==> src/rtl/irq_regblock_pkg.sv <==
package irq_regblock_pkg;

  localparam int SRC_W  = 10;
  localparam int ADDR_W = 8;
  localparam int DATA_W = 32;

  typedef enum logic [1:0] {
    KIND_UNUSED = 2'd0,
    KIND_LEVEL  = 2'd1,
    KIND_STICKY = 2'd2
  } src_kind_e;

  // Picks the storage variant of one source bit from the two masks.
  function automatic src_kind_e kind_of(input int idx, input logic [31:0] valid,
                                        input logic [31:0] level);
    if (!valid[idx])     return KIND_UNUSED;
    else if (level[idx]) return KIND_LEVEL;
    else                 return KIND_STICKY;
  endfunction

endpackage

==> src/rtl/irq_src_cell.sv <==
module irq_src_cell
  import irq_regblock_pkg::*;
#(
  parameter src_kind_e KIND = KIND_STICKY
) (
  input  logic clk,
  input  logic rst,
  input  logic evt_i,
  input  logic clr_i,
  output logic bit_o,
  output logic bit_nxt_o
);

  logic q;
  logic d;

  generate
    if (KIND == KIND_STICKY) begin : g_sticky
      // A new event takes priority over a clear in the same cycle.
      always_comb d = evt_i | (q & ~clr_i);
    end else if (KIND == KIND_LEVEL) begin : g_level
      logic unused_clr;
      always_comb d = evt_i;
      assign unused_clr = clr_i;
    end else begin : g_unused
      logic unused_in;
      always_comb d = 1'b0;
      assign unused_in = evt_i ^ clr_i;
    end
  endgenerate

  always_ff @(posedge clk) begin
    if (rst) q <= 1'b0;
    else     q <= d;
  end

  assign bit_o     = q;
  assign bit_nxt_o = d;

endmodule

==> src/rtl/irq_mask_bank.sv <==
module irq_mask_bank #(
  parameter int               W     = 10,
  parameter logic [W-1:0]     VALID = 10'h2FF
) (
  input  logic         clk,
  input  logic         rst,
  input  logic         unmask_en,
  input  logic         mask_en,
  input  logic [W-1:0] sel,
  output logic [W-1:0] mask_o,
  output logic [W-1:0] mask_nxt_o
);

  logic [W-1:0] q;
  logic [W-1:0] d;

  always_comb begin
    d = q;
    if (unmask_en) d = d & ~sel;
    if (mask_en)   d = d | sel;
    d = d & VALID;
  end

  always_ff @(posedge clk) begin
    if (rst) q <= VALID;
    else     q <= d;
  end

  assign mask_o     = q;
  assign mask_nxt_o = d;

endmodule

==> src/rtl/irq_read_port.sv <==
module irq_read_port #(
  parameter int                ADDR_W     = 8,
  parameter int                DATA_W     = 32,
  parameter int                SRC_W      = 10,
  parameter logic [ADDR_W-1:0] OFS_STATUS = 8'h10,
  parameter logic [ADDR_W-1:0] OFS_MASK   = 8'h20
) (
  input  logic              clk,
  input  logic              rst,
  input  logic              rd_en,
  input  logic [ADDR_W-1:0] addr,
  input  logic [SRC_W-1:0]  status,
  input  logic [SRC_W-1:0]  mask,
  output logic [DATA_W-1:0] rdata
);

  localparam int PAD_W = DATA_W - SRC_W;

  logic [DATA_W-1:0] sel_val;
  logic [DATA_W-1:0] q;

  always_comb begin
    if (addr == OFS_STATUS)    sel_val = {{PAD_W{1'b0}}, status};
    else if (addr == OFS_MASK) sel_val = {{PAD_W{1'b0}}, mask};
    else                       sel_val = '0;
  end

  always_ff @(posedge clk) begin
    if (rst)        q <= '0;
    else if (rd_en) q <= sel_val;
  end

  assign rdata = q;

endmodule

==> src/rtl/irq_regblock.sv <==
module irq_regblock
  import irq_regblock_pkg::*;
#(
  parameter int                       SRC_W       = irq_regblock_pkg::SRC_W,
  parameter int                       ADDR_W      = irq_regblock_pkg::ADDR_W,
  parameter int                       DATA_W      = irq_regblock_pkg::DATA_W,
  parameter logic [SRC_W-1:0]         VALID_MASK  = 10'h2FF,
  parameter logic [SRC_W-1:0]         LEVEL_MASK  = 10'h082,
  parameter logic [ADDR_W-1:0]        OFS_STATUS  = 8'h10,
  parameter logic [ADDR_W-1:0]        OFS_MASK    = 8'h20,
  parameter logic [ADDR_W-1:0]        OFS_UNMASK  = 8'h24,
  parameter logic [ADDR_W-1:0]        OFS_DOMASK  = 8'h28
) (
  input  logic              clk,
  input  logic              rst,
  input  logic              wr_en,
  input  logic              rd_en,
  input  logic [ADDR_W-1:0] addr,
  input  logic [DATA_W-1:0] wdata,
  output logic [DATA_W-1:0] rdata,
  input  logic [SRC_W-1:0]  evt_i,
  output logic              irq_o
);

  logic [SRC_W-1:0] wsel;
  logic             wr_status;
  logic             wr_unmask;
  logic             wr_domask;
  logic [SRC_W-1:0] status_q;
  logic [SRC_W-1:0] status_d;
  logic [SRC_W-1:0] clr_vec;
  logic [SRC_W-1:0] mask_q;
  logic [SRC_W-1:0] mask_d;
  logic             irq_q;

  assign wsel      = wdata[SRC_W-1:0];
  assign wr_status = wr_en && (addr == OFS_STATUS);
  assign wr_unmask = wr_en && (addr == OFS_UNMASK);
  assign wr_domask = wr_en && (addr == OFS_DOMASK);
  assign clr_vec   = wr_status ? wsel : '0;

  generate
    for (genvar i = 0; i < SRC_W; i++) begin : g_src
      localparam src_kind_e K = kind_of(i, 32'(VALID_MASK), 32'(LEVEL_MASK));
      irq_src_cell #(.KIND(K)) u_cell (
        .clk       (clk),
        .rst       (rst),
        .evt_i     (evt_i[i]),
        .clr_i     (clr_vec[i]),
        .bit_o     (status_q[i]),
        .bit_nxt_o (status_d[i])
      );
    end
  endgenerate

  irq_mask_bank #(.W(SRC_W), .VALID(VALID_MASK)) u_mask (
    .clk        (clk),
    .rst        (rst),
    .unmask_en  (wr_unmask),
    .mask_en    (wr_domask),
    .sel        (wsel),
    .mask_o     (mask_q),
    .mask_nxt_o (mask_d)
  );

  irq_read_port #(
    .ADDR_W     (ADDR_W),
    .DATA_W     (DATA_W),
    .SRC_W      (SRC_W),
    .OFS_STATUS (OFS_STATUS),
    .OFS_MASK   (OFS_MASK)
  ) u_read (
    .clk    (clk),
    .rst    (rst),
    .rd_en  (rd_en),
    .addr   (addr),
    .status (status_q),
    .mask   (mask_q),
    .rdata  (rdata)
  );

  // Computed from next-state values so the request moves with its cause.
  always_ff @(posedge clk) begin
    if (rst) irq_q <= 1'b0;
    else     irq_q <= |(status_d & ~mask_d & VALID_MASK);
  end

  assign irq_o = irq_q;

endmodule

==> config.mk <==
export PLATFORM = sky130hd
export DESIGN_NAME = irq_regblock
export DESIGN_NICKNAME = d
export VERILOG_FILES = /design/src/rtl/irq_regblock_pkg.sv /design/src/rtl/irq_src_cell.sv /design/src/rtl/irq_mask_bank.sv /design/src/rtl/irq_read_port.sv /design/src/rtl/irq_regblock.sv
export SDC_FILE = /design/constraint.sdc
export NUM_CORES = 1
export LEC_CHECK = 0
export ABC_AREA = 1
export BUFFER_PORTS_ARGS = -buffer_cell sky130_fd_sc_hd__buf_2
export CAP_MARGIN = 30
export CORE_MARGIN = 2
export CORE_UTILIZATION = 47
export DETAILED_ROUTE_END_ITERATION = 8
export PLACE_DENSITY = 0.8
export SETUP_SLACK_MARGIN = 0.2
export SYNTH_ARGS = -nofsm -noshare
export SYNTH_HDL_FRONTEND = slang
export SYNTH_HIERARCHICAL = 1
export SYNTH_SLANG_ARGS = --single-unit
==> constraint.sdc <==
create_clock -name clk -period 1.2 [get_ports clk]
set_input_delay 0 -clock clk [delete_from_list [all_inputs] [get_ports clk]]
set_output_delay 0 -clock clk [all_outputs]
set_load 0.02 [all_outputs]
==> results.ini <==
[status]
outcome = complete, but fails checks
violations = design-rule violations

[layout]
nNetsFinal = 400
final_cells = 396
antenna_cells = 0
final_util = 0.619
final_layout_size_suffix_gt1_frac = 0.318
final_area_sq_um = 2440
area_delta_synth_final_pct = 29.1

[floorplan]
ios = 87
die_w_um = 67.4
num_rows = 23
initial_core_util = 0.479
coreArea_sq_um = 3940
dieArea_sq_um = 4540
die_h_um = 67.4

[worst_setup_path]
cp_common_cell = nand2_1
crit_type = input port to flip-flop
crit_path_end_kind = flip-flop
max_stage_delay_ns = 0.25
required_ns = 1.36
cp_max_fo = 5
critPathLaunchType = input port
cp_slowest_cell = nor3_4
crit_path_cell_trace = buf_2 -> inv_2 -> nand3_1 -> nor3_4 -> buf_6 -> nand2_1 -> nand2_1 -> inv_1 -> nand2_1 -> o21ai_2 -> nor2_1 -> a21oi_1
crit_arrival_ns = 1.26

[power_and_ir_drop]
seqPwrFrac = 0.453
ir_drop_v = 0.000793
p_leak_nw = 1.28
combPwrFrac = 0.194
p_sw_mw = 0.624
netSwitchingFraction = 0.276
internal_power_mw = 1.63
pwr-share-clk = 0.352
total_power_mw = 2.26
p_per_area_nw_per_um2 = 926

[route]
avgRoutedWirePerCell_um = 10.5
wl_um = 4170
viasPerCell = 4.59
antenna_left = 0
via_count = 1818
drt_iter0_markers = 111
drc = 1
dr.pass1.iters = 6

[yosys]
synth_area_per_cell_sq_um = 6.75
syn_inst = 280
syn_area_sq_um = 1890
yosys_warnings = 6

[grt]
grt_pass1_vias = 1579
grt_pass1_wl_um = 6760
grt_max_degree = 21
antenna_found_initial = 0
grt_usage = 0.197
grt-ovfl-total = 0

[cts]
post_cts_buffers = 0
cts_root_buffer = clkbuf_8
cts.sinks = 29
path_clk_slew_ns = 0.06
numCtsBuffers = 5
htree_levels = 2
clk_latency_ns = 0.27
cts_max_path_buffers = 2
cts_tree = done

[sta]
setup_viol = 0
worst_clock_skew_ns = 0.00596
timing.final.crit_share = 0.910
fmax_mhz = 915
slew_viol_final = 0
holdWs_ns = 0.00604
tns_ns = 0
fin_ws_ns = 0.108
period_minus_slack_ns = 1.09
rsz0062_at_grt = true
timing.final.hold_violations = 0

[run]
cap_violations = 0

[placed_design]
dp_cells = 373
place_area_sq_um = 2130
place_hpwl_um = 2970
dp_slack_ns = -0.158
port_buffers = 40
gp_congestion = 0.927

[hold_path]
hp-class = input port to flip-flop

cell usage in the layout (no fill, tap or decap), drive strengths merged:
master       count
nor3b            7
clkinv           1
nor3             2
nand2           74
dlygate4sd3     15
dfxtp           29
nor2            31
buf             57
a21oi            8
conb            24
o21ai            2
clkbuf           7
inv             46
nand3           43
sequential cells by signal, summed over array words and instances (netlist names):
signal	cells
g_src.u_cell/bit_o	9
irq_o	1
u_mask/mask_o	9
u_read/rdata	10
layer usage:
layer / share of wire / GRT usage / up-vias
met3: 0.062 / 0.0483 / 13
met5: 0 / 0 / -
met4: 0.027 / 0.0867 / 0
met1: 0.42 / 0.234 / 806
li1: - / - / 930
met2: 0.49 / 0.335 / 69
final timing paths:
kind,startpoint,to,slack (ns),cells past startpoint
min reg2reg,g_src[9].u_cell/bit_o$_SDFF_PP0_,g_src[9].u_cell/bit_o$_SDFF_PP0_,0.48,2
min,wdata[9],u_mask/mask_o[9]$_SDFF_PP1_,0.006,3
max,addr[2],irq_o$_SDFF_PP0_,0.11,12
max reg2reg,u_mask/mask_o[3]$_SDFF_PP1_,irq_o$_SDFF_PP0_,0.25,7
critical path: cells and delay by family:
family,cells,cell delay [ns]
AO/OA/AOI/OAI,2,0.13
AND/OR/NAND/NOR,6,0.71
buffers and inverters,4,0.41
timing repair:
item / CTS / global route
hold buffers: 15 / 0
hold endpoints to repair: 15 / 0
gates cloned: 0 / 1
resized for setup: 2 / 19
pin swaps: 1 / 7
setup endpoints to repair: 1 / 1
power by group through the flow:
| stage | logic, mW | clock network [mW] | registers (mW) |
|---|---|---|---|
| 4_1_cts | 0.424 | 0.808 | 1.02 |
| 6_report | 0.439 | 0.796 | 1.02 |
| 2_1_floorplan | 0.285 | 0 | 1.06 |
| 3_5_place_dp | 0.385 | 0 | 1.04 |
| 3_3_place_gp | 0.377 | 0 | 1.04 |
| 5_1_grt | 0.488 | 0.857 | 1.03 |
cell type report:
cell class                      count  area [sq um]
Fill cell                         345          1500
Multi-Input combinational cell    191          1010
Inverter                           47           176
Clock buffer                        7          86.3
Tap cell                           50          62.6
Timing Repair Buffer               72           522
Sequential cell                    29           581
Note: power is estimated with default switching activity, not from simulation.
